--- config.mk ---
export PLATFORM = sky130hd
export DESIGN_NAME = bsh_host_ctrl
export DESIGN_NICKNAME = d
export VERILOG_FILES = /design/src/rtl/bsh_pkg.sv /design/src/rtl/bsh_insync.sv /design/src/rtl/bsh_timer.sv /design/src/rtl/bsh_shift.sv /design/src/rtl/bsh_host_ctrl.sv
export SDC_FILE = /design/constraint.sdc
export NUM_CORES = 1
export LEC_CHECK = 0
export ABC_AREA = 1
export BUFFER_PORTS_ARGS = -buffer_cell sky130_fd_sc_hd__buf_2
export CAP_MARGIN = 30
export CORE_ASPECT_RATIO = 1.1
export CORE_MARGIN = 1
export CORE_UTILIZATION = 28
export CTS_BUF_LIST = sky130_fd_sc_hd__clkbuf_4
export DETAILED_ROUTE_END_ITERATION = 16
export PLACE_DENSITY = 0.43
export SLEW_MARGIN = 20
export SYNTH_ARGS = -nofsm -noshare
export SYNTH_HDL_FRONTEND = slang
export SYNTH_SLANG_ARGS = --single-unit
--- constraint.sdc ---
create_clock -name clk -period 1.8 [get_ports clk]
set_input_delay 0.09 -clock clk [delete_from_list [all_inputs] [get_ports clk]]
set_output_delay 0.09 -clock clk [all_outputs]
set_load 0.02 [all_outputs]
--- src/rtl/bsh_pkg.sv ---
package bsh_pkg;

   typedef enum logic [3:0] {
      ST_PWRUP,
      ST_RST1,
      ST_RST2,
      ST_RST3,
      ST_EN_HI,
      ST_EN_FALL,
      ST_IDLE,
      ST_TX_ARM,
      ST_STROBE,
      ST_SHIFT,
      ST_HOLD
   } bsh_state_e;

   typedef enum logic [1:0] {
      SK_NONE     = 2'b00,
      SK_DEV_MSG  = 2'b01,
      SK_HOST_GO  = 2'b10,
      SK_UNKNOWN  = 2'b11
   } bsh_sync_kind_e;

   function automatic int unsigned max2(input int unsigned a, input int unsigned b);
      return (a > b) ? a : b;
   endfunction

   // microseconds to cycles, never below one
   function automatic int unsigned us_to_cyc(input int unsigned khz, input int unsigned us);
      return max2(1, (khz * us) / 1000);
   endfunction

   // nanoseconds to cycles, rounded up, never below one
   function automatic int unsigned ns_to_cyc(input int unsigned khz, input int unsigned ns);
      return max2(1, (khz * ns + 999_999) / 1_000_000);
   endfunction

endpackage

--- src/rtl/bsh_insync.sv ---
module bsh_insync #(
   parameter int              W       = 1,
   parameter int              STAGES  = 2,
   parameter logic [W-1:0]    RST_VAL = '0
) (
   input  logic         clk,
   input  logic         rst_n,
   input  logic [W-1:0] din,
   output logic [W-1:0] lvl
);

   if (STAGES < 2) begin : g_bad_stages
      $error("bsh_insync: STAGES must be at least 2");
   end
   if (W < 1) begin : g_bad_width
      $error("bsh_insync: W must be at least 1");
   end

   logic [STAGES-1:0][W-1:0] stg;

   always_ff @(posedge clk or negedge rst_n) begin
      if (!rst_n) stg <= {STAGES{RST_VAL}};
      else        stg <= {stg[STAGES-2:0], din};
   end

   assign lvl = stg[STAGES-1];

endmodule

--- src/rtl/bsh_timer.sv ---
module bsh_timer #(
   parameter int           W       = 8,
   parameter logic [W-1:0] RST_VAL = '0
) (
   input  logic         clk,
   input  logic         rst_n,
   input  logic         load,
   input  logic [W-1:0] load_val,
   output logic         zero
);

   if (W < 1) begin : g_bad_width
      $error("bsh_timer: W must be at least 1");
   end

   logic [W-1:0] cnt;

   always_ff @(posedge clk or negedge rst_n) begin
      if (!rst_n)          cnt <= RST_VAL;
      else if (load)       cnt <= load_val;
      else if (cnt != '0)  cnt <= cnt - 1'b1;
   end

   assign zero = (cnt == '0);

endmodule

--- src/rtl/bsh_shift.sv ---
module bsh_shift #(
   parameter int W         = 8,
   parameter bit LSB_FIRST = 1'b1
) (
   input  logic         clk,
   input  logic         rst_n,
   input  logic         clr,
   input  logic         en,
   input  logic         din,
   output logic [W-1:0] data,
   output logic         last
);

   if (W < 2) begin : g_bad_width
      $error("bsh_shift: W must be at least 2");
   end

   localparam int CW = $clog2(W);

   logic [W-1:0]  sr;
   logic [W-1:0]  nxt;
   logic [CW-1:0] cnt;

   if (LSB_FIRST) begin : g_lsb
      assign nxt = {din, sr[W-1:1]};
   end else begin : g_msb
      assign nxt = {sr[W-2:0], din};
   end

   always_ff @(posedge clk or negedge rst_n) begin
      if (!rst_n) begin
         sr  <= '0;
         cnt <= '0;
      end else if (clr) begin
         sr  <= '0;
         cnt <= '0;
      end else if (en) begin
         sr  <= nxt;
         cnt <= last ? '0 : cnt + 1'b1;
      end
   end

   assign data = sr;
   assign last = (cnt == CW'(W - 1));

   a_r7_count_bound: assert property (@(posedge clk) disable iff (!rst_n)
      (en && last) |=> (cnt == '0));

endmodule

--- src/rtl/bsh_host_ctrl.sv ---
module bsh_host_ctrl
   import bsh_pkg::*;
#(
   parameter int unsigned CLK_KHZ     = 250_000,
   parameter int unsigned PWRUP_US    = 1000,
   parameter int unsigned PH1_US      = 1000,
   parameter int unsigned PH2_US      = 300,
   parameter int unsigned PH3_US      = 1000,
   parameter int unsigned STROBE_NS   = 3000,
   parameter int unsigned TIMEOUT_CYC = 100_000,
   parameter int          SYNC_STAGES = 2,
   parameter logic [7:0]  SYNC_DEV    = 8'hA5,
   parameter logic [7:0]  SYNC_HOST   = 8'hA4
) (
   input  logic       clk,
   input  logic       rst_n,
   input  logic       tx_req,
   input  logic       next_byte,
   input  logic       end_xfer,
   input  logic       sen_n,
   input  logic       sclk,
   input  logic       sin,
   output logic       msg_rdy,
   output logic       srdy_n,
   output logic       link_up,
   output logic [7:0] rx_byte,
   output logic       rx_valid,
   output logic       rx_is_sync,
   output logic [1:0] sync_kind,
   output logic       timeout
);

   localparam int unsigned PWRUP_C  = us_to_cyc(CLK_KHZ, PWRUP_US);
   localparam int unsigned PH1_C    = us_to_cyc(CLK_KHZ, PH1_US);
   localparam int unsigned PH2_C    = us_to_cyc(CLK_KHZ, PH2_US);
   localparam int unsigned PH3_C    = us_to_cyc(CLK_KHZ, PH3_US);
   localparam int unsigned STROBE_C = ns_to_cyc(CLK_KHZ, STROBE_NS);
   localparam int unsigned TO_C     = max2(1, TIMEOUT_CYC);
   localparam int unsigned MAX_C    = max2(max2(max2(PWRUP_C, PH1_C), max2(PH2_C, PH3_C)),
                                           max2(STROBE_C, TO_C));
   localparam int          TW       = $clog2(MAX_C + 1);

   if (CLK_KHZ == 0) begin : g_bad_clk
      $error("bsh_host_ctrl: CLK_KHZ must be nonzero");
   end
   if (TIMEOUT_CYC == 0) begin : g_bad_timeout
      $error("bsh_host_ctrl: TIMEOUT_CYC must be nonzero");
   end
   if (SYNC_DEV == SYNC_HOST) begin : g_bad_sync
      $error("bsh_host_ctrl: the two sync codes must differ");
   end

   bsh_state_e    state, nstate;
   logic          ld;
   logic [TW-1:0] ld_val;
   logic          tmr_zero;
   logic [2:0]    lvl;
   logic [1:0]    prv;
   logic          sen_lvl, sen_fall, sck_rise, sin_s;
   logic          shift_last, shift_clr, shift_en, done;
   logic          tx_mode, first_q;

   // ---------------- input synchronisation and edge detection
   bsh_insync #(.W(3), .STAGES(SYNC_STAGES), .RST_VAL(3'b111)) u_insync (
      .clk (clk), .rst_n (rst_n), .din ({sen_n, sclk, sin}), .lvl (lvl));

   always_ff @(posedge clk or negedge rst_n) begin
      if (!rst_n) prv <= 2'b11;
      else        prv <= lvl[2:1];
   end

   assign sen_lvl  = lvl[2];
   assign sen_fall = prv[1] & ~lvl[2];
   assign sck_rise = ~prv[0] & lvl[1];
   assign sin_s    = lvl[0];

   // ---------------- shared duration timer
   bsh_timer #(.W(TW), .RST_VAL(TW'(PWRUP_C - 1))) u_timer (
      .clk (clk), .rst_n (rst_n), .load (ld), .load_val (ld_val), .zero (tmr_zero));

   // ---------------- byte capture
   assign shift_clr = (nstate == ST_STROBE) && (state != ST_STROBE);
   assign shift_en  = (state == ST_SHIFT) && sck_rise;
   assign done      = shift_en && shift_last;

   bsh_shift #(.W(8), .LSB_FIRST(1'b1)) u_shift (
      .clk (clk), .rst_n (rst_n), .clr (shift_clr), .en (shift_en),
      .din (sin_s), .data (rx_byte), .last (shift_last));

   // ---------------- sequencing
   always_comb begin
      nstate = state;
      ld     = 1'b0;
      ld_val = '0;
      case (state)
         ST_PWRUP:   if (tmr_zero) begin nstate = ST_RST1; ld = 1'b1; ld_val = TW'(PH1_C - 1); end
         ST_RST1:    if (tmr_zero) begin nstate = ST_RST2; ld = 1'b1; ld_val = TW'(PH2_C - 1); end
         ST_RST2:    if (tmr_zero) begin nstate = ST_RST3; ld = 1'b1; ld_val = TW'(PH3_C - 1); end
         ST_RST3:    if (tmr_zero) nstate = ST_EN_HI;
         ST_EN_HI:   if (sen_lvl) nstate = ST_EN_FALL;
         ST_EN_FALL: if (sen_fall) begin nstate = ST_STROBE; ld = 1'b1; ld_val = TW'(STROBE_C - 1); end
         ST_IDLE: begin
            if (tx_req) nstate = ST_TX_ARM;
            else if (sen_fall) begin nstate = ST_STROBE; ld = 1'b1; ld_val = TW'(STROBE_C - 1); end
         end
         ST_TX_ARM:  if (!sen_lvl) begin nstate = ST_STROBE; ld = 1'b1; ld_val = TW'(STROBE_C - 1); end
         ST_STROBE:  if (tmr_zero) begin nstate = ST_SHIFT; ld = 1'b1; ld_val = TW'(TO_C - 1); end
         ST_SHIFT: begin
            if (sck_rise) begin
               if (shift_last) nstate = ST_HOLD;
               else begin ld = 1'b1; ld_val = TW'(TO_C - 1); end
            end else if (tmr_zero) begin
               nstate = ST_IDLE;
            end
         end
         ST_HOLD: begin
            if (end_xfer) nstate = ST_IDLE;
            else if (next_byte) begin nstate = ST_STROBE; ld = 1'b1; ld_val = TW'(STROBE_C - 1); end
         end
         default:    nstate = ST_IDLE;
      endcase
   end

   always_ff @(posedge clk or negedge rst_n) begin
      if (!rst_n) begin
         state      <= ST_PWRUP;
         tx_mode    <= 1'b0;
         first_q    <= 1'b0;
         link_up    <= 1'b0;
         rx_valid   <= 1'b0;
         rx_is_sync <= 1'b0;
         timeout    <= 1'b0;
      end else begin
         state <= nstate;
         if (nstate == ST_TX_ARM)   tx_mode <= 1'b1;
         else if (nstate == ST_IDLE) tx_mode <= 1'b0;
         if (shift_clr) first_q <= (state != ST_HOLD);
         if (state == ST_EN_FALL && nstate == ST_STROBE) link_up <= 1'b1;
         rx_valid   <= done;
         rx_is_sync <= done && first_q;
         timeout    <= (state == ST_SHIFT) && !sck_rise && tmr_zero;
      end
   end

   assign msg_rdy = (state == ST_RST1) || (state == ST_RST2) || tx_mode;
   assign srdy_n  = !((state == ST_RST2) || (state == ST_RST3) || (state == ST_STROBE));

   always_comb begin
      sync_kind = SK_NONE;
      if (rx_valid && rx_is_sync) begin
         if (rx_byte == SYNC_DEV)       sync_kind = SK_DEV_MSG;
         else if (rx_byte == SYNC_HOST) sync_kind = SK_HOST_GO;
         else                           sync_kind = SK_UNKNOWN;
      end
   end

   // ---------------- checks next to the sequencer
   logic [TW:0] strobe_len;
   always_ff @(posedge clk or negedge rst_n) begin
      if (!rst_n)                  strobe_len <= '0;
      else if (state == ST_STROBE) strobe_len <= strobe_len + 1'b1;
      else                         strobe_len <= '0;
   end

   a_r4_phase_order: assert property (@(posedge clk) disable iff (!rst_n)
      (state == ST_EN_HI && $past(state) != ST_EN_HI) |-> ($past(state) == ST_RST3 && $past(tmr_zero)));

   a_r5_first_strobe_gate: assert property (@(posedge clk) disable iff (!rst_n)
      (state == ST_STROBE && $past(state) == ST_EN_FALL) |-> $past(sen_fall));

   a_r6_strobe_len: assert property (@(posedge clk) disable iff (!rst_n)
      (state == ST_SHIFT && $past(state) == ST_STROBE) |-> (strobe_len == (TW+1)'(STROBE_C)));

   a_r7_valid_single: assert property (@(posedge clk) disable iff (!rst_n)
      rx_valid |=> !rx_valid);

   a_r10_tx_gate: assert property (@(posedge clk) disable iff (!rst_n)
      (state == ST_STROBE && $past(state) == ST_TX_ARM) |-> (msg_rdy && !$past(sen_lvl)));

   a_r12_timeout_idle: assert property (@(posedge clk) disable iff (!rst_n)
      timeout |-> (state == ST_IDLE && !msg_rdy && !rx_valid));

endmodule

==> metrics.cfg, run 1 <==
[power_and_ir_drop]
swShare=0.411
seqPwrFrac=0.359
power_density_nw_per_um2=1370
p_int_mw=3.05
comb_power_share=0.510
p_switching_mw=2.13
power.leakage_nw=1.81
clockPowerShare=0.131
vdd_drop_max_mv=0.463
power_mw=5.18

[clock_network]
clk_path_buf_depth=2
h-tree-depth=2
cts_tree=done
root_buffer=clkbuf_4
insertion_delay_ps=370
cts.sink_count=47
numCtsBuffers=5
clkTransAtPathRegs_ps=150

[timing]
drv_slew=0
setup_viol_count_final=0
hold_viol=0
min_period_ps=1760
rsz0062_at_grt=yes
clock.fmax_mhz=569
worst_slew_pin_slew_ps=544
fin_crit_sh=0.977
slew_headroom=0.638
finalClockSkew_ps=14.6

[placed_design]
portBuffers=23
placed_cells=504
dpl.hpwl_mm=5.19
routabilityCongestion=0.771

[finish]
fillers=902
drive_gt1_frac=0.493
stdcell_count=536
area_delta_synth_final_pct=44.5
layout.nets=432
n_antenna_cell=0

[setup_path]
cpMaxStageDelayCell=dfstp_2
end_kind=flip-flop
r2r_end=u_timer.cnt[13]$_DFFE_PN0P_
cpLargestDelayFamily=simple AND/OR/NAND/NOR gates
critical-path-max-stage-delay_ps=570
r2r_slack_ps=40
crit_path_cell_trace=inv_2, buf_4, nand2_2, nand2_2, nor2_4, nand2_4, nor3_4, buf_6, nand2_1, a21oi_2
critPathBufInv=3
r2r_cells=10
arrival_ps=2070
path_max_fanout=7
crit_required_ps=2110
cp-start-kind=flip-flop
worstSetupPathType=flip-flop to flip-flop
timing.rr.start=u_insync.lvl[2]$_DFF_PN1_
timing.critical_path.mode_cell=nand2_2
startpoint=u_insync.lvl[2]$_DFF_PN1_
cp_num_cells=10

[synthesis]
ys_seq_area_frac=0.459
synth_cell_types=35
async_flop_share=1.00
netlist.area_leader.share=0.278
synth.avg_cell_area_sq_um=8.26
syn_area_sq_um=2610
synth_nets=327
netlist_top_cells_area=dfrtp_1 28%, dfstp_2 18%, nand2_1 9.6%, nor2_1 6.2%, inv_1 4.9%
ys.flop_type=dfrtp_1
syn_inst=316
ys_seq_elements=47
synth_commonest_cells=67 x nand2_1, 43 x nor2_1, 34 x inv_1
synth_warnings=0
synth_area_leader_cell=dfrtp_1
synth_edf_count=0
yosysMostFrequentCell=nand2_1

[global_route]
grt_pass1_wl_mm=11.3
grt_antenna_before_repair=0
grt_pass1_vias=2378
grtUsageTotal=0.151
grt_max_degree=27
globalRoute.totalOverflow=0

[floorplanning]
die_w_microns=94.1
die-height_microns=103
coreArea_sq_um=8960
rows=36
start_util=0.291
ios=24
dieArea_sq_um=9710

[routing]
drtIter0Drc=54
routedWlPerCell_microns=12.8
wirelength_mm=6.85
drc=0
dr.pass1.iters=4
ant_nets=0
num_vias=2343
vias_per_cell=4.37

[hold_path]
hold_path.class=input pin to flip-flop
whs_endpoint=state[3]$_DFF_PN0_
whs_path_depth=4
min_from=end_xfer

[run_status]
status=complete, no violations

[job]
drv_cap=0

[timing repair]
item                                   CTS  global route
endpoints found under the hold margin   15             0
gates resized for setup                 19            50
hold buffers                             4             0
buffers inserted                        12             8
pin swaps                                8            20
setup endpoints to repair               16            31
[worst max path at each step]
stage                                        endpoint  slack [ps]
after floorplan                   tx_mode$_DFFE_PN0P_          10
after global placement     u_timer.cnt[1]$_DFFE_PN1P_        -130
after detailed placement   u_timer.cnt[1]$_DFFE_PN1P_        -140
after CTS                  u_timer.cnt[1]$_DFFE_PN1P_         -10
after global routing       u_timer.cnt[9]$_DFFE_PN0P_         -60
final                     u_timer.cnt[13]$_DFFE_PN0P_          40
[per-stage QoR]
step	hold slack (ps)	TNS, ps	util	worst slack, ps	area [sq um]
detailed placement	107	-496	0.365	-141	3270
finish	181	0	0.421	41.5	3770
floorplan	-206	0	-	11.9	2610
global placement	110	-306	0.365	-131	3270
global route	203	-526	0.421	-59.1	3770
CTS	132	-12.7	0.395	-12.7	3540
[flip-flops by register name (all words and copies together), names as in the netlist]
register      flops
u_timer.cnt      18
u_shift.data      8
state             4
u_insync.lvl      3
u_insync.stg      3
u_shift.cnt       3
prv               2
first_q           1
link_up           1
rx_is_sync        1
rx_valid          1
timeout           1
tx_mode           1
[area by class of cell]
class                      count  area [sq um]  area share
multi-input combinational    226          1430       0.379
sequential                    47          1200       0.319
timing repair buffer         103           772       0.205
inverter                      38           143      0.0378
tap                          114           143      0.0378
clock inverter                 3          46.3      0.0123
clock buffer                   5          37.5     0.00995
[placed cells by master (no fill, tap or decap), drive strengths merged, types with 2 or more instances in the layout]
cell / instances
a41oi: 2
o22ai: 5
nand2: 79
nor2: 56
nand3: 11
inv: 39
dfstp: 18
clkbuf: 5
nand4: 7
nor4: 4
buf: 99
a21oi: 18
o21ai: 13
nor3: 7
dfrtp: 29
nand3b: 3
dlygate4sd3: 4
ha: 3
xor2: 4
xnor2: 9
[routing by layer]
| metal | track usage | wire length (microns) | vias up |
|---|---|---|---|
| met4 | 0.0485 | 109 | 0 |
| li1 | - | - | 1232 |
| met2 | 0.257 | 3380 | 22 |
| met1 | 0.198 | 3260 | 1081 |
| met5 | 0 | 0 | - |
| met3 | 0.0234 | 103 | 8 |
[cell families after synthesis]
kind of cell / Yosys count / share of synthesized area
buffers and inverters: 43 / 0.0700
AND/OR/NAND/NOR: 169 / 0.317
adder cells (fa/ha/maj): 3 / 0.0144
XOR/XNOR: 13 / 0.0436
AO/OA/AOI/OAI: 41 / 0.0954
flip-flops: 47 / 0.459
[power groups by stage]
| stage | Sequential [mW] | Clock [mW] | Combinational [mW] |
|---|---|---|---|
| 3_5_place_dp | 1.84 | 0 | 2.23 |
| 6_report | 1.86 | 0.678 | 2.65 |
| 3_3_place_gp | 1.84 | 0 | 2.22 |
| 4_1_cts | 1.83 | 0.712 | 2.36 |
| 5_1_grt | 1.91 | 0.737 | 2.92 |
| 2_1_floorplan | 1.94 | 0 | 1.23 |
[worst reg2reg max path, cell delays in order (launching register included)]
cell     delay [ps]
dfstp_2         570
inv_2            50
buf_4           130
nand2_2          70
nand2_2          60
nor2_4          150
nand2_4          90
nor3_4          230
buf_6           190
nand2_1          80
a21oi_2         100
Note: power is estimated with default switching activity, not from simulation.
==> run 2, diff against run 1 <==
- ABC_AREA: 1 -> default
- SYNTH_HIERARCHICAL: default -> 1
==> run 2 against run 1 <==
Compared with the run above:
- the run now ends with negative setup slack left
- die area up 0.70%
- largest power group unchanged
- synthesized cell count fell by 16%
- sequential power decreased by 11%
==> metrics.cfg, run 2 <==
[run_status]
status=complete, but fails checks
violations=negative setup slack

[finish]
multi_input_area_sq_um=1650
area_delta_synth_final_pct=51.8
layout.nets=375
mostFrequentLayoutCells=66 x buf_4, 29 x dfrtp_1, 21 x nor2_1, 21 x buf_2, 18 x dfstp_2
regArea_sq_um=1200
final_common_cell=buf_4
stdcell_count=479
largest_register_ff_count=18
regMostFlops=u_timer/cnt
fillers=874
design_area_sq_um=3990
drive_gt1_frac=0.542
n_antenna_cell=0

[power_and_ir_drop]
power_mw=5.35
power_density_nw_per_um2=1340
swShare=0.363
comb_power_share=0.560
vdd_drop_max_mv=0.497
power.leakage_nw=1.83
seqPwrFrac=0.311
p_int_mw=3.41
clockPowerShare=0.130
p_switching_mw=1.94

[global_route]
grt_max_degree=18
grt_pass1_wl_mm=11.7
globalRoute.totalOverflow=0
grt_antenna_before_repair=0
grt_pass1_vias=2353
grtUsageTotal=0.154

[hold_path]
whs_endpoint=state[3]$_DFF_PN0_
hold_path.class=input pin to flip-flop
whs_path_depth=4
min_from=end_xfer

[routing]
drtIter0Drc=43
num_vias=2261
dr.pass1.iters=4
vias_per_cell=4.72
routedWlPerCell_microns=14.5
wirelength_mm=6.96
ant_nets=0
drc=0

[timing]
setup_viol_count_final=22
worst_slew_pin_slew_ps=643
slew_headroom=0.567
finalClockSkew_ps=17.2
hold_viol=0
rsz0062_at_grt=yes
min_period_ps=2400
clock.fmax_mhz=416
drv_slew=0
fin_crit_sh=1.34
fin_ws_ps=-605

[clock_network]
h-tree-depth=2
root_buffer=clkbuf_4
cts_tree=done
clkTransAtPathRegs_ps=160
numCtsBuffers=5
clk_path_buf_depth=2
insertion_delay_ps=380
cts.sink_count=47

[floorplanning]
coreArea_sq_um=9010
rows=36
dieArea_sq_um=9780
ios=24
die-height_microns=104
die_w_microns=94.4
start_util=0.292

[setup_path]
worstSetupPathType=flip-flop to flip-flop
critPathBufInv=3
cp-start-kind=flip-flop
cpMaxStageDelayCell=dfstp_2
arrival_ps=2690
cpLargestDelayFamily=simple AND/OR/NAND/NOR gates
critical-path-max-stage-delay_ps=560
timing.rr.start=u_timer/cnt[0]$_DFFE_PN1P_
path_max_fanout=5
r2r_slack_ps=-600
crit_required_ps=2080
end_kind=flip-flop
r2r_end=u_timer/cnt[10]$_DFFE_PN0P_
r2r_cells=13
crit_path_cell_trace=inv_2, ha_4, nor4b_4, nand2_2, nor3_4, buf_6, nand3_2, o31a_1, nor2b_4, nand2_4, nor4_4, buf_4, a211oi_2

[synthesis]
synth_commonest_cells=29 x dfrtp_1, 28 x nor2_1, 27 x nand2_1
synth_edf_count=0
syn_inst=264
yosysMostFrequentCell=dfrtp_1
netlist.area_leader.share=0.276
ys_seq_area_frac=0.456
synth_warnings=6
ys.flop_type=dfrtp_1
async_flop_share=1.00
syn_area_sq_um=2630
synth.avg_cell_area_sq_um=9.96
ys_seq_elements=47
netlist_top_cells_area=dfrtp_1 28%, dfstp_2 18%, mux2i_1 5.0%, nor2_1 4.0%, nand2_1 3.9%
synth_cell_types=57
synth_area_leader_cell=dfrtp_1

[placed_design]
dpl.hpwl_mm=4.82
portBuffers=23
postPlaceCellArea_sq_um=3340
routabilityCongestion=0.762
placed_cells=453

[job]
drv_cap=0

==> run 2: cell types whose count changed after synthesis, moves of 6 or more <==
cell | before | now
nand3_1 | 10 | 4
nor2_1 | 43 | 28
nand2b_1 | 0 | 7
a21oi_2 | 6 | 0
mux2i_1 | 0 | 13
inv_1 | 34 | 10
nand2_1 | 67 | 27
nor2_2 | 8 | 0
nand2_2 | 11 | 0
==> run 2: worst max path at each step <==
stage	from	to	slack, ps	depth (start not counted)
floorplan	u_timer/cnt[8]$_DFFE_PN0P_	u_timer/cnt[11]$_DFFE_PN0P_	-850	12
finish	u_timer/cnt[0]$_DFFE_PN1P_	u_timer/cnt[10]$_DFFE_PN0P_	-600	13
global placement	u_timer/cnt[0]$_DFFE_PN1P_	tx_mode$_DFFE_PN0P_	-640	11
detailed placement	u_timer/cnt[0]$_DFFE_PN1P_	tx_mode$_DFFE_PN0P_	-640	11
CTS	u_timer/cnt[8]$_DFFE_PN0P_	tx_mode$_DFFE_PN0P_	-590	9
global route	u_timer/cnt[0]$_DFFE_PN1P_	u_timer/cnt[10]$_DFFE_PN0P_	-710	13
==> run 2: power by group through the flow <==
stage          Clock [mW]  Sequential [mW]  Combinational (mW)
3_5_place_dp            0             1.66                2.31
6_report            0.694             1.66                2.99
2_1_floorplan           0             1.70                1.26
4_1_cts             0.724             1.65                2.86
5_1_grt             0.764             1.70                3.25
3_3_place_gp            0             1.66                2.31
==> run 2: cell type report <==
type,count,share of cell area
well taps,114,0.0357
repair inverters,1,0.00282
inverters,10,0.0113
clock buffers,5,0.00940
clock inverters,3,0.0119
multi-input cells,192,0.413
repair buffers,107,0.215
flip-flops and latches,47,0.300
==> run 2: cells by family (layout without fill, tap and decap cells) <==
kind of cell / Yosys count / count (layout) / synth area share
simple gates: 107 / 107 / 0.238
compound gates: 51 / 51 / 0.135
flops: 47 / 47 / 0.456
buf+inv: 26 / 126 / 0.0504
mux: 15 / 15 / 0.0581
xor+xnor: 14 / 14 / 0.0466
fa+ha+maj: 3 / 3 / 0.0143
other cells: 1 / 2 / 0.00143
==> run 2: per-stage QoR <==
step	setup WS (ps)	TNS, ps	hold slack [ps]	utilization
2_1_floorplan	-852	-16690	-206	-
3_3_place_gp	-640	-11680	56.1	0.371
3_5_place_dp	-637	-11710	50.0	0.371
4_1_cts	-587	-10220	83.8	0.428
5_1_grt	-711	-13970	121	0.443
6_report	-605	-10320	67.1	0.443
==> run 2: what timing repair did <==
item	CTS	global route
resized for setup	61	32
buffers inserted	9	5
pin swaps	18	20
hold buffers	4	0
hold endpoints to repair	17	0
gates cloned	3	0
setup endpoints to repair	28	39
==> run 2: metal layers <==
metal / global-route usage / wire length [microns] / vias to the layer above
met4: 0.0495 / 121 / 0
met3: 0.0264 / 131 / 11
met1: 0.202 / 3200 / 1105
met2: 0.252 / 3510 / 22
met5: 0 / 0 / -
li1: - / - / 1123
==> run 2: worst min-delay path, stage by stage <==
cell and delay [ps]:
buf_2 110, a21oi_1 80, o21ai_2 100, nand2b_1 50
